===== config.mk =====
export PLATFORM = sky130hd
export DESIGN_NAME = subwarp_packer
export DESIGN_NICKNAME = d
export VERILOG_FILES = /design/src/rtl/swp_pkg.sv /design/src/rtl/swp_column_pick.sv /design/src/rtl/swp_inflight.sv /design/src/rtl/subwarp_packer.sv
export SDC_FILE = /design/constraint.sdc
export NUM_CORES = 1
export LEC_CHECK = 0
export ABC_AREA = 1
export ABC_CLOCK_PERIOD_IN_PS = 8600
export BUFFER_PORTS_ARGS = -buffer_cell sky130_fd_sc_hd__buf_2
export CAP_MARGIN = 20
export CORE_MARGIN = 2
export CORE_UTILIZATION = 45
export CTS_CLUSTER_SIZE = 28
export DETAILED_ROUTE_END_ITERATION = 10
export PLACE_DENSITY = 0.74
export SLEW_MARGIN = 20
export SYNTH_ARGS = -nofsm -noshare
export SYNTH_HDL_FRONTEND = slang
export SYNTH_SLANG_ARGS = --single-unit

===== constraint.sdc =====
create_clock -name clk -period 8.6 [get_ports clk]
set_clock_uncertainty 0.1 [all_clocks]
set_input_delay 0.43 -clock clk [delete_from_list [all_inputs] [get_ports clk]]
set_output_delay 0.43 -clock clk [all_outputs]
set_load 0.05 [all_outputs]

===== src/rtl/swp_pkg.sv =====
package swp_pkg;

  // Width of an index able to address n items (at least one bit).
  function automatic int unsigned idx_w(input int unsigned n);
    return (n > 1) ? $clog2(n) : 1;
  endfunction

  // Packing mode of the unit.
  typedef enum logic [1:0] {
    PK_IDLE = 2'd0,
    PK_PACK = 2'd1,
    PK_JUMP = 2'd2
  } pk_mode_e;

endpackage


===== src/rtl/swp_column_pick.sv =====
// Fixed-priority search of one mask column: lowest set row wins.
module swp_column_pick #(
  parameter int unsigned ROWS  = 8,
  parameter int unsigned ROW_W = 3
) (
  input  logic [ROWS-1:0]  cand_i,
  output logic             hit_o,
  output logic [ROW_W-1:0] row_o,
  output logic [ROWS-1:0]  take_o
);

  always_comb begin
    hit_o  = 1'b0;
    row_o  = '0;
    take_o = '0;
    // Walk downward so the last assignment is the lowest candidate.
    for (int r = ROWS - 1; r >= 0; r--) begin
      if (cand_i[r]) begin
        hit_o     = 1'b1;
        row_o     = ROW_W'(r);
        take_o    = '0;
        take_o[r] = 1'b1;
      end
    end
  end

endmodule


===== src/rtl/swp_inflight.sv =====
// One in-flight bit per thread for every warp slot.
module swp_inflight #(
  parameter int unsigned LANES = 4,
  parameter int unsigned ROWS  = 8,
  parameter int unsigned WARPS = 4,
  parameter int unsigned WID_W = 2,
  parameter int unsigned ROW_W = 3,
  localparam int unsigned CELLS = ROWS * LANES
) (
  input  logic                   clk,
  input  logic                   rst_n,
  input  logic [WID_W-1:0]       rd_warp_i,
  output logic [CELLS-1:0]       rd_bits_o,
  input  logic                   set_en_i,
  input  logic [WID_W-1:0]       set_warp_i,
  input  logic [CELLS-1:0]       set_bits_i,
  input  logic                   clr_en_i,
  input  logic [WID_W-1:0]       clr_warp_i,
  input  logic [LANES-1:0]       clr_lane_i,
  input  logic [LANES*ROW_W-1:0] clr_row_i
);

  logic [CELLS-1:0] flag_q   [WARPS];
  logic [CELLS-1:0] flag_d   [WARPS];
  logic [WARPS-1:0] flag_en;
  logic [CELLS-1:0] clr_bits;

  // Decode the completion's lane/row pairs into a cell vector.
  always_comb begin
    clr_bits = '0;
    for (int c = 0; c < LANES; c++) begin
      if (clr_lane_i[c] && (int'(clr_row_i[c*ROW_W +: ROW_W]) < ROWS)) begin
        clr_bits[int'(clr_row_i[c*ROW_W +: ROW_W]) * LANES + c] = 1'b1;
      end
    end
  end

  for (genvar w = 0; w < WARPS; w++) begin : g_slot
    logic hit_set;
    logic hit_clr;

    always_comb begin
      hit_set    = set_en_i && (set_warp_i == WID_W'(w));
      hit_clr    = clr_en_i && (clr_warp_i == WID_W'(w));
      flag_en[w] = hit_set || hit_clr;
      flag_d[w]  = flag_q[w];
      if (hit_clr) flag_d[w] = flag_d[w] & ~clr_bits;
      if (hit_set) flag_d[w] = flag_d[w] | set_bits_i;
    end

    always_ff @(posedge clk or negedge rst_n) begin
      if (!rst_n) begin
        flag_q[w] <= '0;
      end else if (flag_en[w]) begin
        flag_q[w] <= flag_d[w];
      end
    end
  end

  always_comb begin
    rd_bits_o = '0;
    for (int w = 0; w < WARPS; w++) begin
      if (rd_warp_i == WID_W'(w)) rd_bits_o = flag_q[w];
    end
  end

endmodule


===== src/rtl/subwarp_packer.sv =====
module subwarp_packer #(
  parameter int unsigned LANES = 4,
  parameter int unsigned ROWS  = 8,
  parameter int unsigned WARPS = 4,
  localparam int unsigned CELLS = ROWS * LANES,
  localparam int unsigned ROW_W = swp_pkg::idx_w(ROWS),
  localparam int unsigned WID_W = swp_pkg::idx_w(WARPS)
) (
  input  logic                   clk,
  input  logic                   rst_n,
  input  logic                   load_i,
  input  logic                   jump_i,
  input  logic [WID_W-1:0]       warp_id_i,
  input  logic [CELLS-1:0]       mask_i,
  input  logic                   cmpl_valid_i,
  input  logic [WID_W-1:0]       cmpl_warp_i,
  input  logic [LANES-1:0]       cmpl_lane_i,
  input  logic [LANES*ROW_W-1:0] cmpl_row_i,
  output logic                   sw_valid_o,
  output logic [WID_W-1:0]       sw_warp_o,
  output logic [LANES-1:0]       lane_vld_o,
  output logic [LANES*ROW_W-1:0] lane_row_o,
  output logic                   stall_o,
  output logic                   done_o
);

  import swp_pkg::*;

  // Reset: asserted asynchronously, released after two clean edges.
  logic [1:0] rst_sync_q;
  logic       rs_n;

  always_ff @(posedge clk or negedge rst_n) begin
    if (!rst_n) rst_sync_q <= 2'b00;
    else        rst_sync_q <= {rst_sync_q[0], 1'b1};
  end
  assign rs_n = rst_sync_q[1];

  // State
  pk_mode_e         mode_q, mode_d;
  logic [CELLS-1:0] work_q, work_d;
  logic [WID_W-1:0] warp_q, warp_d;
  logic             state_en;

  // Pick datapath
  logic [CELLS-1:0]       infl_bits;
  logic [CELLS-1:0]       elig;
  logic [CELLS-1:0]       pick_bits;
  logic [LANES-1:0]       hit;
  logic [LANES*ROW_W-1:0] row_sel;
  logic [CELLS-1:0]       rem;
  logic                   in_pack;
  logic                   is_jump;
  logic                   accept;
  logic                   set_en;

  assign in_pack = (mode_q != PK_IDLE);
  assign is_jump = (mode_q == PK_JUMP);
  // A jump only updates the PC, so it ignores the interlock.
  assign elig    = is_jump ? work_q : (work_q & ~infl_bits);

  for (genvar c = 0; c < LANES; c++) begin : g_lane
    logic [ROWS-1:0] cand;
    logic [ROWS-1:0] take;

    for (genvar r = 0; r < ROWS; r++) begin : g_row
      assign cand[r]               = elig[r*LANES + c];
      assign pick_bits[r*LANES + c] = take[r];
    end

    swp_column_pick #(
      .ROWS  (ROWS),
      .ROW_W (ROW_W)
    ) u_pick (
      .cand_i (cand),
      .hit_o  (hit[c]),
      .row_o  (row_sel[c*ROW_W +: ROW_W]),
      .take_o (take)
    );
  end

  assign rem = is_jump ? '0 : (work_q & ~pick_bits);

  // Outputs
  assign stall_o    = in_pack && (|rem);
  assign done_o     = in_pack && !(|rem);
  assign sw_valid_o = is_jump || ((mode_q == PK_PACK) && (|hit));
  assign sw_warp_o  = warp_q;
  assign lane_vld_o = in_pack ? hit : '0;
  assign lane_row_o = in_pack ? row_sel : '0;

  assign accept   = load_i && !stall_o;
  assign state_en = accept || in_pack;

  // Next state
  always_comb begin
    mode_d = mode_q;
    work_d = work_q;
    warp_d = warp_q;
    if (accept) begin
      mode_d = jump_i ? PK_JUMP : PK_PACK;
      work_d = mask_i;
      warp_d = warp_id_i;
    end else if (in_pack) begin
      work_d = rem;
      if (!(|rem)) mode_d = PK_IDLE;
    end
  end

  always_ff @(posedge clk or negedge rs_n) begin
    if (!rs_n) begin
      mode_q <= PK_IDLE;
      work_q <= '0;
      warp_q <= '0;
    end else if (state_en) begin
      mode_q <= mode_d;
      work_q <= work_d;
      warp_q <= warp_d;
    end
  end

  // In-flight interlock
  assign set_en = (mode_q == PK_PACK) && (|hit);

  swp_inflight #(
    .LANES (LANES),
    .ROWS  (ROWS),
    .WARPS (WARPS),
    .WID_W (WID_W),
    .ROW_W (ROW_W)
  ) u_infl (
    .clk        (clk),
    .rst_n      (rs_n),
    .rd_warp_i  (warp_q),
    .rd_bits_o  (infl_bits),
    .set_en_i   (set_en),
    .set_warp_i (warp_q),
    .set_bits_i (pick_bits),
    .clr_en_i   (cmpl_valid_i),
    .clr_warp_i (cmpl_warp_i),
    .clr_lane_i (cmpl_lane_i),
    .clr_row_i  (cmpl_row_i)
  );

endmodule


# After elaboration in Yosys (flattened, before gate mapping)
# Index checks and enable logic that the tools add are counted.
# word_totals
reg_bits	166
output_inout_bits	21
wordCells	207
# op_classes
n_addsub	3
magnitude_cmp	8
n_eq_ne	9
muxes	130
n_bitwise	16
reduce_logical	33
# op_table
op	count
two-way mux 32 bit	19
two-way mux 8 bit	32
bitwise OR 32 bit	7
bitwise AND 32 bit	6
greater-or-equal comparator 32 x 1 -> 1 bit, second input constant	3
< comparator 32 x 6 -> 1 bit, second input constant	3
two-way mux 3 bit	32
NOT 32 bit	3
two-way mux 1 bit	36
OR reduction 32 bit	1
two-way mux 29 bit	1
logical AND 1 bit	16
demux 1 bit (select 5 bit)	3
adder 5 x 2 -> 6 bit, second input constant	2
two-way mux 12 bit	1
== test 2 bit, second input constant	5
two-way mux 2 bit	4
adder 5 x 1 -> 6 bit, second input constant	1
== test 2 x 1 -> 1 bit, second input constant	3
logical OR 1 bit	6
< comparator 5 x 6 -> 1 bit, second input constant	1
greater-or-equal comparator 5 x 1 -> 1 bit, second input constant	1
zero test 2 bit	2
two-way mux 4 bit	1
other kinds (7)	10

# Depth between registers and ports, before layout
# logic_depth
word_depth	25
mapped_depth	22
depth_no_buf	19

# Cells and area by module
# From an unflattened synthesis, not the netlist that was laid out.
# hier_totals
hier_cells	1453
area_unflattened_um2	9758.1
# by_module_without_submodules
mod	instances	cells_per_inst	area_each_um2	seq_area_each_um2
swp_inflight	1	926	6418.7	3203.1
subwarp_packer	1	399	2573.7	950.9
swp_column_pick	4	32	191.4	0.0

# Worst setup path before layout
# No wires, ideal clock.
# synth_path
path_type	reg-to-output
from	register warp_q[0] (netlist: sw_warp_o[0])
to	output done_o
t_arrival_ps	2721
path_slack_ps	5349
stages_incl_launch_ff	18
path_buffers	3
path_cell_list	dfrtp_1 -> buf_6 -> buf_6 -> buf_6 -> nand3_1 -> nand3_1 -> nand2_1 -> nand2_1 -> nand2_1 -> nor2_1 -> nand2_2 -> nand2_1 -> nand2_1 -> nor2_1 -> nand2_1 -> nor2_2 -> nand2_2 -> nor2_1
# synth_between
elab_chain_len	22
# synth_rtl
element	line	text
start: declaration	subwarp_packer.sv:42	logic [WID_W-1:0] warp_q, warp_d;
start signal: assignment	subwarp_packer.sv:118	warp_q <= warp_d;
zero test 2 bit	swp_inflight.sv:63	if (rd_warp_i == WID_W'(w)) rd_bits_o = flag_q[w];
two-way mux 32 bit (3 in a row)	swp_inflight.sv:63	
two-way mux 32 bit (*)	swp_inflight.sv:63	
NOT 32 bit (*)	subwarp_packer.sv:60	assign elig = is_jump ? work_q : (work_q & ~infl_bits);
bitwise AND 32 bit (*)	subwarp_packer.sv:60	
two-way mux 32 bit (*)	subwarp_packer.sv:60	
two-way mux 8 bit (8 in a row)	swp_column_pick.sv:18	if (cand_i[r]) begin
NOT 32 bit (*)	subwarp_packer.sv:82	assign rem = is_jump ? '0 : (work_q & ~pick_bits);
bitwise AND 32 bit (*)	subwarp_packer.sv:82	
two-way mux 32 bit (*)	subwarp_packer.sv:82	
OR reduction 32 bit (*)	subwarp_packer.sv:86	assign done_o = in_pack && !(|rem);
zero test 1 bit (*)	n/a	
logical AND 1 bit (*)	subwarp_packer.sv:86	
end: declaration	subwarp_packer.sv:24	output logic done_o
# Mark *: on every way between the ends. The rest lies on a longest branch, timed or not.

# Worst setup path after layout
# layout_path
from	register mode_q[0]
to	output stall_o
# layout_between
elab_chain_len	15
# layout_rtl
element	line	text
start: declaration	subwarp_packer.sv:40	pk_mode_e mode_q, mode_d;
start signal: assignment	subwarp_packer.sv:116	mode_q <= mode_d;
== test 2 bit	subwarp_packer.sv:58	assign is_jump = (mode_q == PK_JUMP);
two-way mux 32 bit	subwarp_packer.sv:60	
two-way mux 8 bit (8 in a row)	swp_column_pick.sv:18	
NOT 32 bit	subwarp_packer.sv:82	
bitwise AND 32 bit	subwarp_packer.sv:82	
two-way mux 32 bit	subwarp_packer.sv:82	
OR reduction 32 bit	subwarp_packer.sv:85	assign stall_o = in_pack && (|rem);
logical AND 1 bit (*)	subwarp_packer.sv:85	
end: declaration	subwarp_packer.sv:23	output logic stall_o,
# Marks and branches as above.

==> results_dict.tcl <==
set metrics [dict create \
    hpwlAfterDp_um 19900 \
    cts.htree.levels 4 \
    status "complete, no violations" \
    synth.area.top_cells "dfrtp_1 (45%), o21ai_0 (16%), nand2_1 (10%), nand3_1 (6.5%), nor2_1 (5.4%)" \
    rr_endpoint "u_infl.flag_q[8]" \
    p_leak_nw 4.62 \
    r2r_cells 14 \
    avgViaCountPerCell 5.77 \
    syn_avg_cell_area_um2 7.44 \
    setup-violations-final 0 \
    slew_headroom 0.389 \
    worstReg2RegStart "sw_warp_o[0]" \
    slew_violations 0 \
    overflow 0 \
    cts_tree "built" \
    hold_depth 2 \
    max_freq_ghz 0.207 \
    synthDistinctLibCells 29 \
    r2r_slack_ns 4.22 \
    design_area_um2 10200 \
    synth_top_cell_area_share 0.454 \
    required_ns 8.07 \
    gp_congestion 0.948 \
    yosysWarnings 0 \
    clk_pin_slew_worst_paths_ns 0.06 \
    async_flop_share 1.00 \
    netlist_area_um2 9140 \
    layout-drive-gt1-share 0.133 \
    max_cap_viol_count 0 \
    peakVddDrop_v 0.000293 \
    clockRootBuffer "clkbuf_16" \
    synth_seq_cells 166 \
    period_minus_slack_ns 4.83 \
    io_pins 78 \
    drt-initial-drc-count 1131 \
    power.density_nw_per_um2 330 \
    portBuffers 77 \
    yosys.area.top_type "dfrtp_1" \
    gr-usage-all-layers 0.275 \
    synth_edf_count 0 \
    grt_pass1_vias 8407 \
    die_h_um 147 \
    die-area_um2 21500 \
    final_nets 1333 \
    cts_buffers 17 \
    grt_pass1_wl_um 45700 \
    synth.most_common_cell "o21ai_0" \
    rsz0062_at_grt "false" \
    clkLatencyLatePin_ns 0.43 \
    core_um2 20100 \
    post_cts_buffers 0 \
    cts_resized 0 \
    worst_slew_pin_slew_ns 0.915 \
    num_rows 52 \
    postLayoutCoreUtil 0.509 \
    cts_sinks 166 \
    finalWirelength_um 29200 \
    drc 0 \
    setup.worst_path.class "reg -> out" \
    synth_commonest_cells "o21ai_0 (297), nand2_1 (252), dfrtp_1 (166)" \
    first_pass_iters 5 \
    start_util 0.455 \
    syn_to_final_growth_pct 11.9 \
    clockBufferDepth 2 \
    end_kind "primary output" \
    arrival_ns 4.30 \
    ant_nets 0 \
    num_vias 9002 \
    min_to "mode_q[0]" \
    fillers 1915 \
    place_inst 1525 \
    die_x_um 147 \
    syn-instance-count 1229 \
    dpl_cell_area_um2 9590 \
    layout_setup_ws_ns 3.77 \
    grt_max_degree 82 \
    synth_ff_type "dfrtp_1" \
    pre_cts_ws_ns 4.37 \
    finalHoldViolCount 0 \
    synth_seq_area_share 0.454 \
    wl_per_cell_um 18.7 \
    stdcell_count 1560 \
    antenna_found_initial 1 \
    period_share 0.562 \
    hp-class "in -> reg" \
    worstHoldStart "jump_i" \
    synth_nets 1286 \
    start_kind "register" \
    fin_setup_tns_ns 0 \
    crit_fanout 38 \
]
repair_timing:
action,4_1_cts,5_1_grt
endpoints found under the hold margin,2,0
endpoints found under the setup margin,0,0
hold buffers,1,0
layout by cell type, fill, tap and decap left out, drive strengths merged:
master       Yosys  layout
clkinv           0       5
dfrtp          166     166
conb             1       1
nor2           141     141
nand3          129     129
diode            0       1
clkbuf          22      21
clkinvlp         0       2
nand4            3       3
dlygate4sd3      0       1
a31oi            4       4
o22ai           18      18
nand2          275     275
buf             41      90
a21oi           13      13
inv            100     101
bufinv           0       3
o21ai          304     304
nor3            12      12
kinds of logic after synthesis:
family / after synthesis / synth area share
and+or+nand+nor: 560 / 0.273
buffers and inverters: 163 / 0.0836
other: 1 / 0.000410
AOI/OAI and AO/OA: 339 / 0.189
DFF: 166 / 0.454
sequential cells by signal (all words and copies together), names as in the netlist:
register / cells
u_infl.flag_q: 128
sw_warp_o: 2
rst_sync_q: 2
mode_q: 2
work_q: 32
worst max-delay path, stage by stage, from the launching register on:
cell and delay [ns]:
dfrtp_1 0.56, nor2_4 0.68, buf_4 0.45, nor2_1 0.09
nand2_1 0.10, nand2_2 0.12, nand2_2 0.14, inv_1 0.06
nand2_1 0.26, nand3_1 0.15, nand2_1 0.09, nor2_1 0.05
nand2_1 0.07, nor2_2 0.04, nand2_2 0.07, nand2_2 0.46
inv_1 0.16, buf_2 0.28
stage by stage:
stage               hold slack, ns  power, mW
finish                      0.0697       3.37
global route                0.0720       3.56
CTS                         0.0622       3.34
detailed placement           0.118       2.55
global placement             0.116       2.53
floorplan                   0.0344       2.17
worst max path at each step:
stage / cells after the start / slack (ns) / to / from
3_3_place_gp: 14 / 4.41 / stall_o / mode_q[0]
4_1_cts: 17 / 3.85 / stall_o / sw_warp_o[1]
6_report: 17 / 3.77 / stall_o / mode_q[0]
2_1_floorplan: 0 / 3.53 / mode_q[0] / rst_sync_q[1]
5_1_grt: 17 / 3.44 / stall_o / sw_warp_o[1]
3_5_place_dp: 17 / 4.37 / stall_o / mode_q[0]
where the power goes:
| part | internal, mW | switching (mW) |
|---|---|---|
| registers | 0.956 | 0.141 |
| logic | 0.386 | 1.10 |
| clock network | 0.466 | 0.320 |
routing by layer:
layer,share of wire,vias to the layer above,track usage
met1,0.42,4231,0.377
met4,0.035,0,0.123
met5,0,-,0
met3,0.11,66,0.0809
met2,0.44,537,0.405
li1,-,4168,-
area by class of cell:
class	instances	area (µm²)	area share
Multi-Input combinational cell	900	4240	0.414
Sequential cell	166	4160	0.407
Timing Repair Buffer	91	513	0.0501
Clock buffer	21	450	0.0440
Inverter	100	378	0.0369
Tap cell	270	338	0.0330
Clock inverter	11	150	0.0147
Antenna cell	1	2.50	0.000245
(Power assumes the default switching activity.)
